$ cat config.mk
export PLATFORM = sky130hd
export DESIGN_NAME = cmdq_top
export DESIGN_NICKNAME = d
export VERILOG_FILES = /design/src/rtl/cmdq_pkg.sv /design/src/rtl/cmdq_store.sv /design/src/rtl/cmdq_flush_timer.sv /design/src/rtl/cmdq_gate.sv /design/src/rtl/cmdq_top.sv
export SDC_FILE = /design/constraint.sdc
export NUM_CORES = 1
export LEC_CHECK = 0
export ABC_AREA = 1
export BUFFER_PORTS_ARGS = -buffer_cell sky130_fd_sc_hd__buf_2
export CAP_MARGIN = 20
export CORE_MARGIN = 5
export CORE_UTILIZATION = 58
export DETAILED_ROUTE_END_ITERATION = 10
export PLACE_DENSITY = 0.94
export SKIP_LAST_GASP = 1
export SYNTH_ARGS = -nofsm -noshare
export SYNTH_HDL_FRONTEND = slang
export SYNTH_HIERARCHICAL = 1
export SYNTH_SLANG_ARGS = --single-unit
$ cat constraint.sdc
create_clock -name clk -period 6.6 [get_ports clk]
set_input_delay 0.66 -clock clk [delete_from_list [all_inputs] [get_ports clk]]
set_output_delay 0.66 -clock clk [all_outputs]
set_load 0.05 [all_outputs]
$ cat src/rtl/cmdq_pkg.sv
package cmdq_pkg;
  typedef enum logic [1:0] {
    ROLE_DISC = 2'd0,
    ROLE_INIT = 2'd1,
    ROLE_TARG = 2'd2,
    ROLE_NONE = 2'd3
  } role_e;

  localparam logic [6:0] OP_FLUSH   = 7'h01;
  localparam logic [6:0] OP_RSTCHIP = 7'h02;
  localparam logic [6:0] OP_STOPDMA = 7'h04;

  // Mode-group check of one operation against the current role.
  function automatic logic cmd_legal(input logic [6:0] op, input logic [1:0] role);
    logic ok;
    unique case (op[6:4])
      3'b000:  ok = (op == OP_STOPDMA) ? (role == ROLE_TARG) : 1'b1;
      3'b100:  ok = (role == ROLE_DISC);
      3'b010:  ok = (role == ROLE_TARG);
      3'b001:  ok = (role == ROLE_INIT);
      default: ok = 1'b0;
    endcase
    return ok;
  endfunction

  function automatic logic is_flush(input logic [6:0] op);
    return op == OP_FLUSH;
  endfunction

  function automatic logic is_rstchip(input logic [6:0] op);
    return op == OP_RSTCHIP;
  endfunction
endpackage

$ cat src/rtl/cmdq_store.sv
module cmdq_store #(
  parameter int W     = 8,
  parameter int DEPTH = 2,
  localparam int CW   = $clog2(DEPTH + 1)
) (
  input  logic          clk,
  input  logic          rst_n,
  input  logic          clr,
  input  logic          push,
  input  logic [W-1:0]  push_data,
  input  logic          pop,
  output logic [W-1:0]  head,
  output logic          full,
  output logic          empty
);
  logic [W-1:0]  slot_q [DEPTH];
  logic [CW-1:0] count_q;
  logic          push_ok;
  logic          pop_ok;
  logic [CW-1:0] wr_idx;

  assign full    = (count_q == CW'(DEPTH));
  assign empty   = (count_q == '0);
  assign push_ok = push && !full;
  assign pop_ok  = pop && !empty;
  assign wr_idx  = count_q - CW'(pop_ok);
  assign head    = slot_q[0];

  for (genvar i = 0; i < DEPTH; i++) begin : g_slot
    logic [W-1:0] shift_in;
    if (i < DEPTH - 1) begin : g_mid
      assign shift_in = slot_q[i+1];
    end else begin : g_last
      assign shift_in = '0;
    end
    always_ff @(posedge clk or negedge rst_n) begin
      if (!rst_n)                             slot_q[i] <= '0;
      else if (push_ok && wr_idx == CW'(i))   slot_q[i] <= push_data;
      else if (pop_ok)                        slot_q[i] <= shift_in;
    end
  end

  always_ff @(posedge clk or negedge rst_n) begin
    if (!rst_n)   count_q <= '0;
    else if (clr) count_q <= '0;
    else          count_q <= count_q + CW'(push_ok) - CW'(pop_ok);
  end
endmodule

$ cat src/rtl/cmdq_flush_timer.sv
module cmdq_flush_timer #(
  parameter int FLUSH_CYC = 3,
  localparam int TW       = $clog2(FLUSH_CYC + 1)
) (
  input  logic clk,
  input  logic rst_n,
  input  logic clr,
  input  logic start,
  output logic busy
);
  logic [TW-1:0] cnt_q;

  assign busy = (cnt_q != '0);

  always_ff @(posedge clk or negedge rst_n) begin
    if (!rst_n)     cnt_q <= '0;
    else if (clr)   cnt_q <= '0;
    else if (start) cnt_q <= TW'(FLUSH_CYC);
    else if (busy)  cnt_q <= cnt_q - 1'b1;
  end
endmodule

$ cat src/rtl/cmdq_gate.sv
module cmdq_gate
  import cmdq_pkg::*;
(
  input  logic [7:0] head,
  input  logic       present,
  input  logic       hold,
  input  logic [1:0] role,
  input  logic       ready,
  output logic       valid,
  output logic [6:0] op,
  output logic       dma,
  output logic       illegal,
  output logic       pop,
  output logic       flush_start
);
  logic live;
  logic ok;

  assign op          = head[6:0];
  assign dma         = head[7];
  assign live        = present && !hold;
  assign ok          = cmd_legal(op, role);
  assign valid       = live && ok;
  assign illegal     = live && !ok;
  assign pop         = (valid && ready) || illegal;
  assign flush_start = valid && ready && is_flush(op);
endmodule

$ cat src/rtl/cmdq_top.sv
module cmdq_top
  import cmdq_pkg::*;
#(
  parameter int DEPTH     = 2,
  parameter int FLUSH_CYC = 3
) (
  input  logic       clk,
  input  logic       rst_n,
  input  logic       wr_en,
  input  logic [7:0] wr_data,
  input  logic [1:0] role_i,
  output logic [7:0] head_data,
  output logic       iss_valid,
  input  logic       iss_ready,
  output logic [6:0] iss_op,
  output logic       iss_dma,
  output logic       illegal_o,
  output logic       ovf_flag
);
  // Named internal events, also observed by the checker.
  logic       rc_wr;
  logic       push;
  logic       q_full;
  logic       q_empty;
  logic       fl_busy;
  logic       pop;
  logic       fl_start;
  logic [7:0] head;
  logic       ovf_q;

  assign rc_wr = wr_en && is_rstchip(wr_data[6:0]);
  assign push  = wr_en && !rc_wr;

  cmdq_store #(.W(8), .DEPTH(DEPTH)) u_store (
    .clk(clk), .rst_n(rst_n), .clr(rc_wr), .push(push), .push_data(wr_data),
    .pop(pop), .head(head), .full(q_full), .empty(q_empty)
  );

  cmdq_flush_timer #(.FLUSH_CYC(FLUSH_CYC)) u_timer (
    .clk(clk), .rst_n(rst_n), .clr(rc_wr), .start(fl_start), .busy(fl_busy)
  );

  cmdq_gate u_gate (
    .head(head), .present(!q_empty), .hold(fl_busy), .role(role_i),
    .ready(iss_ready), .valid(iss_valid), .op(iss_op), .dma(iss_dma),
    .illegal(illegal_o), .pop(pop), .flush_start(fl_start)
  );

  always_ff @(posedge clk or negedge rst_n) begin
    if (!rst_n)                ovf_q <= 1'b0;
    else if (rc_wr)            ovf_q <= 1'b0;
    else if (push && q_full)   ovf_q <= 1'b1;
  end

  assign ovf_flag  = ovf_q;
  assign head_data = q_empty ? 8'h00 : head;
endmodule

Word-level counts from Yosys, hierarchy flattened

Index checks and enable logic that the tools add are counted.

Flip-flop bits (word level): 21

Add/subtract/negate cells: 4
Equal/unequal tests: 10
Muxes and demuxes: 13
Reduce and logical (&&, ||, !) cells: 27

Operators by type and width:

| cell                | number |
|---|---|
| $mux 8              | 5 |
| $logic_and 1x1->1   | 12 |
| $mux 2              | 4 |
| $reduce_bool 2->1   | 4 |
| $eq 7x1->1 const B  | 1 |
| $eq 7x2->1 const B  | 1 |
| $eq 7x3->1 const B  | 1 |
| $logic_not 2->1     | 3 |
| $logic_not 1->1     | 5 |
| $eq 2x1->1 const B  | 2 |
| $eq 2x2->1 const B  | 2 |
| $pmux 1 s4          | 1 |
| $sub 2x1->2         | 2 |
| $eq 3x1->1 const B  | 1 |
| $eq 3x2->1 const B  | 1 |
| $eq 3x3->1 const B  | 1 |
| $logic_not 3->1     | 1 |
| $mux 1              | 3 |
| $reduce_bool 3->1   | 1 |
| $add 2x1->2         | 1 |
| $sub 2x1->2 const B | 1 |
| $logic_or 1x1->1    | 1 |

Longest topological paths before layout

Gate-level depths: netlist of the first run.

Word-level depth: 11
Mapped depth: 18
Mapped depth without buffers: 17

Cells and area by module

The synthesis of the first run kept the hierarchy.

By module, submodules not included:

| module           | times used | cells each | area each (µm²) | sequential area each (µm²) |
|---|---|---|---|---|
| cmdq_store       | 1          | 128        | 1,023.5         | 450.4 |
| cmdq_gate        | 1          | 40         | 220.2           | 0.0 |
| cmdq_top         | 1          | 35         | 172.7           | 25.0 |
| cmdq_flush_timer | 1          | 18         | 120.1           | 50.0 |

Least setup slack after synthesis of the first run

No wires, ideal clock.

Path type: flip-flop to output port
From: register u_store.count_q[0]
To: output iss_valid
Arrival: 1,768 ps
Setup slack: 4,172 ps
Stages on the path, launching flop included: 8
Buffers on the path: 1
Cells stage by stage: dfrtp_1 > nor2_1 > buf_2 > inv_1 > inv_1 > nor2_2 > inv_1 > a31oi_1

Word-level cells in the longest chain between the ends: 4

RTL lines:

| element                | line             | source |
|---|---|---|
| start, declared        | cmdq_store.sv:17 | `logic [CW-1:0] count_q;` |
| start signal, assigned | cmdq_store.sv:46 | `else count_q <= count_q + CW'(push_ok) - CW'(pop_ok);` |
| $logic_not 2->1        | cmdq_store.sv:23 | `assign empty = (count_q == '0);` |
| net q_empty            | cmdq_top.sv:24   | `logic q_empty;` |
| $logic_not 1->1        | cmdq_top.sv:44   | `.head(head), .present(!q_empty), .hold(fl_busy), .role(role_i),` |
| $logic_and 1x1->1      | cmdq_gate.sv:21  | `assign live = present && !hold;` |
| $logic_and 1x1->1      | cmdq_gate.sv:23  | `assign valid = live && ok;` |
| end, declared          | cmdq_top.sv:13   | `output logic iss_valid,` |

The timed path passes the listed nets, and every way through them passes these cells.

Final worst setup path of the first run

From: register u_store.count_q[0]
To: register u_store.slot_q (netlist bit u_store/head[4])

Word-level cells in the longest chain between the ends: 11

RTL lines:

| element                                     | line             | source |
|---|---|---|
| $logic_not 2->1 (*)                         | cmdq_store.sv:23 |  |
| net q_empty                                 | cmdq_top.sv:24   |  |
| $logic_not 1->1 (*)                         | cmdq_top.sv:44   |  |
| $logic_and 1x1->1 (*)                       | cmdq_gate.sv:21  |  |
| $logic_and 1x1->1                           | cmdq_gate.sv:23  |  |
| $logic_and 1x1->1                           | cmdq_gate.sv:25  | `assign pop = (valid && ready) \|\| illegal;` |
| $logic_or 1x1->1 (*)                        | cmdq_gate.sv:25  |  |
| net pop                                     | cmdq_top.sv:26   | `logic pop;` |
| $logic_and 1x1->1 (*)                       | cmdq_store.sv:25 | `assign pop_ok = pop && !empty;` |
| $sub 2x1->2                                 | cmdq_store.sv:26 | `assign wr_idx = count_q - CW'(pop_ok);` |
| $logic_not 2->1                             | cmdq_store.sv:38 | `else if (push_ok && wr_idx == CW'(i)) slot_q[i] <= push_data;` |
| $logic_and 1x1->1                           | cmdq_store.sv:38 |  |
| $mux 8 or $reduce_bool 2->1 (tied branches) | n/a              |  |
| end signal, assigned by index               | cmdq_store.sv:38 |  |
| end signal, assigned by index               | cmdq_store.sv:39 | `else if (pop_ok) slot_q[i] <= shift_in;` |
| end, declared                               | cmdq_store.sv:16 | `logic [W-1:0] slot_q [DEPTH];` |

Mark *: on every way through the listed nets, which the timed path passes. The rest lies on a longest branch.
A chain may end at the register's enable or synchronous reset.

==> results of run 1 <==
[through the flow]
step | hold slack [ns] | setup slack, ns | cell area, sq um | cells | utilization, %
floorplan | 0.3644 | 4.172 | 1536 | 221 | -
finish | 0.2761 | 3.678 | 1689 | 277 | 67.57
global route | 0.3072 | 3.393 | 1689 | 277 | 67.57
detailed placement | 0.4943 | 3.680 | 1662 | 273 | 66.47
CTS | 0.2839 | 3.649 | 1689 | 277 | 67.57
global placement | 0.4857 | 3.822 | 1662 | 273 | 66.47
[worst paths after layout]
kind | start | end | slack, ns | depth (start not counted)
min in group clk | u_store/g_slot[0].shift_in[4]$_DFFE_PN0P_ | u_store/g_slot[0].shift_in[4]$_DFFE_PN0P_ | 0.52 | 2
hold / removal | rst_n | u_store/g_slot[0].shift_in[0]$_DFFE_PN0P_ | 0.28 | 1
setup reg to reg | u_store/count_q[0]$_DFF_PN0_ | u_store/head[4]$_DFFE_PN0P_ | 3.68 | 14
setup / recovery | u_store/count_q[0]$_DFF_PN0_ | u_store/head[4]$_DFFE_PN0P_ | 3.68 | 14
max in group asynchronous | rst_n | u_store/head[4]$_DFFE_PN0P_ | 6.01 | 1
hold reg to reg | u_store/g_slot[0].shift_in[4]$_DFFE_PN0P_ | u_store/g_slot[0].shift_in[4]$_DFFE_PN0P_ | 0.52 | 2
[layer usage]
metal	GRT usage, %	up-vias	part of all wire, %
li1	-	711	-
met1	23.98	592	42
met2	33.23	49	48
met3	3.983	3	8.7
met4	4.242	0	0.79
met5	0	-	0
[worst register-to-register path: stages (launching register included)]
cell     delay, ns
dfrtp_1       0.50
nor2_1        0.49
inv_1         0.09
inv_1         0.08
nor2_2        0.04
inv_1         0.08
a21oi_1       0.05
o21ai_2       0.25
inv_2         0.21
ha_1          0.47
nand3_4       0.15
nor2_4        0.19
nand2_1       0.09
nand2_1       0.08
nand2_1       0.04
[sequential cells by signal, summed over array words and instances (netlist names)]
| register | cells |
|---|---|
| u_store/g_slot.shift_in | 8 |
| u_store/head | 8 |
| u_store/count_q | 2 |
| u_timer/cnt_q | 2 |
| ovf_flag | 1 |
[synthesized netlist by cell type (all sizes together)]
cell     n  area share (%)
inv     46              11
ha       4             3.3
xor2     1            0.57
buf     10             4.7
o21ai   10             4.2
nand4    1            0.41
nand3   25              10
a31oi    1            0.41
nor3     2            0.65
clkinv   1            0.57
a21o     1            0.49
a21boi   1            0.49
a21oi    1            0.33
nand2   66              17
nor2    29              10
xnor2    1            0.57
dfrtp   21              34
[cell type report]
| cell class | count | area share (%) |
|---|---|---|
| Clock buffer | 3 | 1.333 |
| Timing Repair Buffer | 32 | 9.482 |
| Tap cell | 30 | 2.222 |
| Sequential cell | 21 | 31.11 |
| Clock inverter | 1 | 0.2963 |
| Multi-Input combinational cell | 143 | 44.81 |
| Inverter | 47 | 10.74 |
[placed cells by master, fill, tap and decap left out, types with 2 or more instances in the layout]
| cell | instances |
|---|---|
| nand2_1 | 63 |
| inv_1 | 43 |
| buf_2 | 32 |
| dfrtp_1 | 21 |
| nand3_1 | 20 |
| nor2_1 | 19 |
| o21ai_0 | 8 |
| nor2_2 | 5 |
| nor2_4 | 5 |
| nand3_2 | 4 |
| ha_1 | 4 |
| clkbuf_4 | 3 |
| inv_2 | 3 |
| nor3_1 | 2 |
| nand2_4 | 2 |
[cells by family (layout without fill, tap and decap cells)]
logic type / after synthesis / in the layout / share of synthesized area (%)
AO/OA/AOI/OAI: 14 / 14 / 5.945
AND/OR/NAND/NOR: 123 / 123 / 38.93
flip-flops: 21 / 21 / 34.20
XOR/XNOR: 2 / 2 / 1.140
buffers and inverters: 57 / 83 / 16.53
adder cells (fa/ha/maj): 4 / 4 / 3.257
==> impl_metrics.tcl, run 1 <==
set metrics [dict create \
    status "finished clean" \
    critPathMaxStageDelay_ns 0.50 \
    netlist_area_sq_um 1536 \
    die_w_um 61.47 \
    ys_seq_area_share_pct 34.20 \
    grt_max_degree 22 \
    slew_headroom_pct 57.42 \
    syn_nets 239 \
    dpl.hpwl_mm 2.631 \
    hold_path_class "in2async" \
    area_growth_pct 9.935 \
    syn_inst 221 \
    synth_cell_types 27 \
    drive_above_1_share_pct 24.29 \
    start_util_pct 61.46 \
    avgSynthCellArea_sq_um 6.952 \
    routedWlPerCell_um 11.47 \
    vias 1355 \
    fmaxAchievable_mhz 342.2 \
    layout_min_cycle_time_ns 2.922 \
    worst_pin_slew_ns 0.6385 \
    yosys_warnings 6 \
    num_io_pins 33 \
    arrival_ns 3.15 \
    drtPass1Iterations 4 \
    numCtsBuffers 3 \
    cp_data_required_time_ns 6.82 \
    path_max_fanout 17 \
    multi_input_area_sq_um 757.0 \
    tns_ns 0 \
    postRouteAntennaNets 0 \
    fp.dieH_um 61.47 \
    grt_pass1_vias 1272 \
    cts.path.max_buffers 2 \
    path_cells "nor2_1 -> inv_1 -> inv_1 -> nor2_2 -> inv_1 -> a21oi_1 -> o21ai_2 -> inv_2 -> ha_1 -> nand3_4 -> nor2_4 -> nand2_1 -> nand2_1 -> nand2_1" \
    htreeDepth 1 \
    overflow 0 \
    cts_root_buf "clkbuf_4" \
    clock_skew_ns 0.001012 \
    fin_nets 266 \
    cts_tree "yes" \
    drt_wl_total_mm 3.176 \
    die_area_sq_um 3779 \
    row_count 18 \
    ys_seq_elements 21 \
    crit_buf_inv 4 \
    critical_path_class "reg2reg" \
    drv_cap 0 \
    antenna_cells 0 \
    ctsHoldBuffers 0 \
    grt.total_usage_pct 18.94 \
    via_per_inst 4.892 \
    io_buffers 32 \
    setup_viol 0 \
    worstSkewPairLatency_ns 0.32 \
    cts_resized 0 \
    core_area_sq_um 2500 \
    antenna_found_initial 0 \
    drtIter0Drc 65 \
    clock_sinks 21 \
    place.gp.congestion 0.8978 \
    drc_errors 0 \
    worst_path_max_delay_cell "dfrtp_1" \
    ff_latch_area_sq_um 525.5 \
    cts.reportedPaths.clkPinSlew_ns 0.12 \
    slew_viol_final 0 \
    fill_cells 230 \
    hold_viol 0 \
    grt_pass1_wl_mm 5.326 \
    rsz0062_at_grt "no" \
    cts_setup_buffers 0 \
    cp_top_family "simple AND/OR/NAND/NOR gates" \
    start_kind "flip-flop" \
    end_kind "flip-flop" \
    min_period_over_period_pct 44.28 \
]
Power of run 1 is left out: the tool's default activity adds up to more than one toggle a clock period on the data nets, which glitch-free logic cannot reach.
==> inputs of run 2 (changes only) <==
--- a/config.mk
+++ b/config.mk
@@ -9,9 +9,9 @@
 export BUFFER_PORTS_ARGS = -buffer_cell sky130_fd_sc_hd__buf_2
 export CAP_MARGIN = 20
 export CORE_MARGIN = 5
-export CORE_UTILIZATION = 58
+export CORE_UTILIZATION = 54
 export DETAILED_ROUTE_END_ITERATION = 10
-export PLACE_DENSITY = 0.94
+export PLACE_DENSITY = 0.89
 export SKIP_LAST_GASP = 1
 export SYNTH_ARGS = -nofsm -noshare
 export SYNTH_HDL_FRONTEND = slang
==> constraint.sdc (replaced) <==
create_clock -name clk -period 2.8 [get_ports clk]
set_input_delay 0.28 -clock clk [delete_from_list [all_inputs] [get_ports clk]]
set_output_delay 0.28 -clock clk [all_outputs]
set_load 0.05 [all_outputs]
==> run 2 against run 1 <==
  * Routed wire length is 5.0% lower
  * Count of clock-buffer cells in the layout stayed put
  * Non-clock buffer count is 3 higher
  * Design area is 2.2% higher
  * Clock skew is 0.0080 ns higher
  * Sequential share of layout area is 0.68 points lower
  * Cell count is 1.4% higher
  * Die area is 6.2% higher
==> impl_metrics.tcl, run 2 (synthesized netlist as in run 1, its figures left out) <==
set metrics [dict create \
    place.gp.congestion 0.8334 \
    worst_pin_slew_ns 0.4448 \
    routedWlPerCell_um 10.74 \
    grt_pass1_vias 1257 \
    min_period_over_period_pct 89.80 \
    hold_start "wr_data[7]" \
    start_util_pct 56.20 \
    cts_tree "yes" \
    hold_viol 0 \
    fill_cells 242 \
    drc_errors 0 \
    worstSkewPairLatency_ns 0.30 \
    antenna_cells 0 \
    whs_path_depth 3 \
    area_growth_pct 12.38 \
    num_io_pins 33 \
    grt.total_usage_pct 15.50 \
    via_per_inst 4.819 \
    vias 1354 \
    numCtsBuffers 3 \
    die_w_um 63.34 \
    grt_max_degree 22 \
    cp_data_required_time_ns 3.00 \
    drtPass1Iterations 4 \
    postRouteAntennaNets 0 \
    drv_cap 0 \
    arrival_ns 2.71 \
    clock_skew_ns 0.009028 \
    worstReg2RegEnd "u_store/head[5]$_DFFE_PN0P_" \
    rsz0062_at_grt "no" \
    whs_endpoint "u_store/g_slot[0].shift_in[7]$_DFFE_PN0P_" \
    tns_ns 0 \
    r2r-start "u_timer/cnt_q[0]$_DFFE_PN0P_" \
    hold_path_class "in2reg" \
    fmaxAchievable_mhz 397.7 \
    row_count 19 \
    final_common_cell "nand2_1" \
    cts_root_buf "clkbuf_4" \
    antenna_found_initial 0 \
    io_buffers 32 \
    htreeDepth 1 \
    status "finished clean" \
    overflow 0 \
    clock_sinks 21 \
    dpl.hpwl_mm 2.415 \
    end_kind "flip-flop" \
    cts_setup_buffers 0 \
    core_area_sq_um 2734 \
    grt_pass1_wl_mm 5.181 \
    rrSetupSlack_ns 0.29 \
    setup_viol 0 \
    fin_nets 269 \
    layout_common_cells "63 x nand2_1, 43 x inv_1, 32 x buf_2" \
    fin_util_pct 63.16 \
    drive_above_1_share_pct 25.20 \
    start_kind "flip-flop" \
    drt_wl_total_mm 3.017 \
    slew_headroom_pct 70.08 \
    slew_viol_final 0 \
    reg2reg_depth 16 \
    cts.path.max_buffers 2 \
    die_area_sq_um 4012 \
    cts.reportedPaths.clkPinSlew_ns 0.12 \
    drtIter0Drc 113 \
    critical_path_class "reg2reg" \
    fp.dieH_um 63.34 \
    path_max_fanout 17 \
    layout_min_cycle_time_ns 2.514 \
]
==> run 2: cell count changes in the layout (fill, tap and decap cells not counted) <==
cell / delta
a21oi_1: -1
o21ai_2: -1
a21oi_2: +1
buf_4: +2
o21ai_4: +1
dlygate4sd3_1: +1
==> run 2: per-layer routing <==
metal	vias to the layer above	track usage, %	wire, um
met5	-	0	0
met4	0	4.416	25
met3	4	2.664	184
met2	41	26.65	1385
met1	590	19.78	1421
li1	719	-	-
==> run 2: repair_timing <==
item                       4_1_cts  5_1_grt
setup endpoints to repair        0        8
hold endpoints to repair        21        0
hold buffers                     1        0
resized for setup                0        2
==> run 2: worst max-delay path: stages, from the launching register on <==
cell     delay, ns
dfrtp_1       0.39
inv_1         0.08
ha_1          0.23
inv_2         0.06
nor2_2        0.15
inv_1         0.10
a21oi_2       0.15
o21ai_4       0.16
inv_2         0.18
ha_1          0.24
inv_1         0.06
nand2_1       0.13
nand3_4       0.14
nor2_4        0.18
nand2_1       0.08
nand2_1       0.07
nand2_1       0.04
==> run 2: per-stage QoR <==
step | setup WS [ns] | hold WS, ns | cell area [sq um] | cells
floorplan | 0.5248 | -0.01559 | 1536 | 221
global placement | 0.3008 | 0.2520 | 1678 | 276
detailed placement | 0.2186 | 0.2574 | 1678 | 276
CTS | 0.1913 | 0.1830 | 1715 | 281
global route | 0.02256 | 0.1892 | 1727 | 281
finish | 0.2856 | 0.1860 | 1727 | 281
==> run 2: cell type report <==
type / count / area [sq um] / area share [%]
multi-input cells: 143 / 768.2 / 44.49
flip-flops and latches: 21 / 525.5 / 30.43
repair buffers: 35 / 185.2 / 10.72
inverters: 47 / 181.4 / 10.51
well taps: 31 / 38.79 / 2.246
clock buffers: 3 / 22.52 / 1.304
clock inverters: 1 / 5.005 / 0.2899
==> run 2: worst max-delay path by stage <==
stage	end	depth (start not counted)	startpoint	slack, ns
finish	u_store/head[5]$_DFFE_PN0P_	16	u_timer/cnt_q[0]$_DFFE_PN0P_	0.29
global route	u_store/head[4]$_DFFE_PN0P_	16	u_timer/cnt_q[0]$_DFFE_PN0P_	0.02
CTS	u_store/head[1]$_DFFE_PN0P_	16	u_timer/cnt_q[0]$_DFFE_PN0P_	0.19
detailed placement	u_store/head[1]$_DFFE_PN0P_	16	u_timer/cnt_q[0]$_DFFE_PN0P_	0.22
global placement	u_store/head[1]$_DFFE_PN0P_	16	u_timer/cnt_q[0]$_DFFE_PN0P_	0.30
floorplan	u_store/head[0]$_DFFE_PN0P_	17	u_store/count_q[0]$_DFF_PN0_	0.52
Power of run 2 is left out for the same reason.
==> inputs of run 3 (changes only) <==
--- a/config.mk
+++ b/config.mk
@@ -8,7 +8,7 @@
 export ABC_AREA = 1
 export BUFFER_PORTS_ARGS = -buffer_cell sky130_fd_sc_hd__buf_2
 export CAP_MARGIN = 20
-export CORE_MARGIN = 5
+export CORE_MARGIN = 2
 export CORE_UTILIZATION = 54
 export DETAILED_ROUTE_END_ITERATION = 10
 export PLACE_DENSITY = 0.89
==> run 3 against run 2 <==
  * Sequential share of layout area decreased by 0.50 points
  * Setup slack got worse by 0.047 ns
  * First-iteration DRC count decreased by 32%
  * Register-to-register slack got worse by 0.05 ns
  * Design area increased by 1.7%
  * Flip-flop and latch count unchanged
  * Count of clock-buffer cells in the layout unchanged
  * Global-route usage increased by 4.5 points
  * Worst hold slack got worse by 0.0079 ns
  * Non-clock buffer count increased by 4
  * Maximum frequency decreased by 1.8%
==> impl_metrics.tcl, run 3 (synthesized netlist as in run 1, its figures left out) <==
set metrics [dict create \
    status "finished clean" \
    dpl.cell_count 276 \
    drc_errors 0 \
    path_max_fanout 10 \
    holdWs_ns 0.1781 \
    arrival_ns 2.78 \
    drtPass1Iterations 4 \
    drt_wl_total_mm 3.124 \
    core_area_sq_um 2734 \
    htreeDepth 1 \
    row_count 19 \
    fp.dieH_um 57.34 \
    crit_top_cell "nand2_1" \
    num_io_pins 33 \
    r2r-start "u_timer/cnt_q[0]$_DFFE_PN0P_" \
    via_per_inst 4.923 \
    ff_latch_area_sq_um 525.5 \
    design_area_sq_um 1755 \
    worst_path_max_delay_cell "dfrtp_1" \
    hold_path_class "in2reg" \
    io_buffers 32 \
    slew_headroom_pct 70.58 \
    crit_buf_inv 5 \
    fmaxAchievable_mhz 390.4 \
    layout_common_cells "63 x nand2_1, 43 x inv_1, 32 x buf_2" \
    numCtsBuffers 3 \
    min_period_over_period_pct 91.48 \
    setup_viol 0 \
    cp_top_family "simple AND/OR/NAND/NOR gates" \
    tns_ns 0 \
    grt_pass1_vias 1249 \
    vias 1403 \
    critPathMaxStageDelay_ns 0.40 \
    worstSkewPairLatency_ns 0.31 \
    grt_pass1_wl_mm 5.181 \
    drtIter0Drc 77 \
    critical_path_class "reg2reg" \
    worst_pin_slew_ns 0.4374 \
    hold_start "wr_data[7]" \
    rsz0062_at_grt "no" \
    multi_input_area_sq_um 764.5 \
    place.gp.congestion 0.8972 \
    end_kind "flip-flop" \
    routedWlPerCell_um 10.96 \
    layout_min_cycle_time_ns 2.561 \
    clock_sinks 21 \
    path_cells "inv_1 -> ha_1 -> inv_2 -> nor2_2 -> inv_1 -> a21oi_1 -> o21ai_4 -> inv_4 -> ha_1 -> inv_1 -> nand2_1 -> nand3_4 -> nor2_4 -> nand2_1 -> nand2_1 -> nand2_1" \
    placed_cell_area_sq_um 1678 \
    start_util_pct 56.20 \
    cp_data_required_time_ns 3.02 \
    cts.path.max_buffers 2 \
    fin_nets 273 \
    cts.reportedPaths.clkPinSlew_ns 0.12 \
    cts_tree "yes" \
    drive_above_1_share_pct 25.98 \
    hold_viol 0 \
    drv_cap 0 \
    overflow 0 \
    postRouteAntennaNets 0 \
    antenna_cells 0 \
    area_growth_pct 14.25 \
    slew_viol_final 0 \
    dpl.hpwl_mm 2.405 \
    die_w_um 57.34 \
    clock_skew_ns 0.005235 \
    antenna_found_initial 0 \
    start_kind "flip-flop" \
    grt_max_degree 22 \
    stdcell_count 285 \
    grt.total_usage_pct 19.99 \
    die_area_sq_um 3288 \
    fill_cells 234 \
    final_common_cell "nand2_1" \
    cts_root_buf "clkbuf_4" \
    setup.worst_path.start "u_timer/cnt_q[0]$_DFFE_PN0P_" \
]
-- run 3: timing repair --
| item | CTS | global route |
|---|---|---|
| buffers inserted | 0 | 4 |
| hold buffers | 1 | 0 |
| resized for setup | 0 | 2 |
| endpoints found under the hold margin | 21 | 0 |
| setup endpoints to repair | 0 | 16 |
-- run 3: worst min-delay path: stages --
cell and delay, ns:
buf_2 0.09, nand2_1 0.05, nand2_1 0.05
-- run 3: worst paths after layout --
path / endpoint / slack [ns] / cells after the start
max reg2reg: u_store/head[6]$_DFFE_PN0P_ / 0.24 / 16
min reg2reg: u_store/g_slot[0].shift_in[7]$_DFFE_PN0P_ / 0.52 / 2
max: u_store/head[6]$_DFFE_PN0P_ / 0.24 / 16
min: u_store/g_slot[0].shift_in[7]$_DFFE_PN0P_ / 0.18 / 3
min in group asynchronous: u_store/g_slot[0].shift_in[6]$_DFFE_PN0P_ / 0.42 / 2
max in group asynchronous: u_store/head[5]$_DFFE_PN0P_ / 2.07 / 2
-- run 3: layer usage --
metal / up-vias / part of all wire (%) / track usage (%)
met2: 47 / 48 / 35.88
met1: 620 / 46 / 24.23
li1: 730 / - / -
met5: - / 0 / 0
met3: 6 / 5.1 / 2.268
met4: 0 / 1.5 / 7.973
-- run 3: layout make-up --
cell class / instances / share of cell area (%)
timing repair buffer: 39 / 12.26
inverter: 47 / 10.48
multi-input combinational: 143 / 43.55
sequential: 21 / 29.94
tap: 31 / 2.210
clock buffer: 3 / 1.283
clock inverter: 1 / 0.2851
-- run 3: per-stage QoR --
| step | worst slack (ns) | util, % |
|---|---|---|
| after detailed placement | 0.2098 | 61.37 |
| after floorplan | 0.5248 | - |
| after global routing | 0.03684 | 64.21 |
| after global placement | 0.3181 | 61.37 |
| final | 0.2387 | 64.21 |
| after CTS | 0.1567 | 62.75 |
Power of run 3 is left out for the same reason.
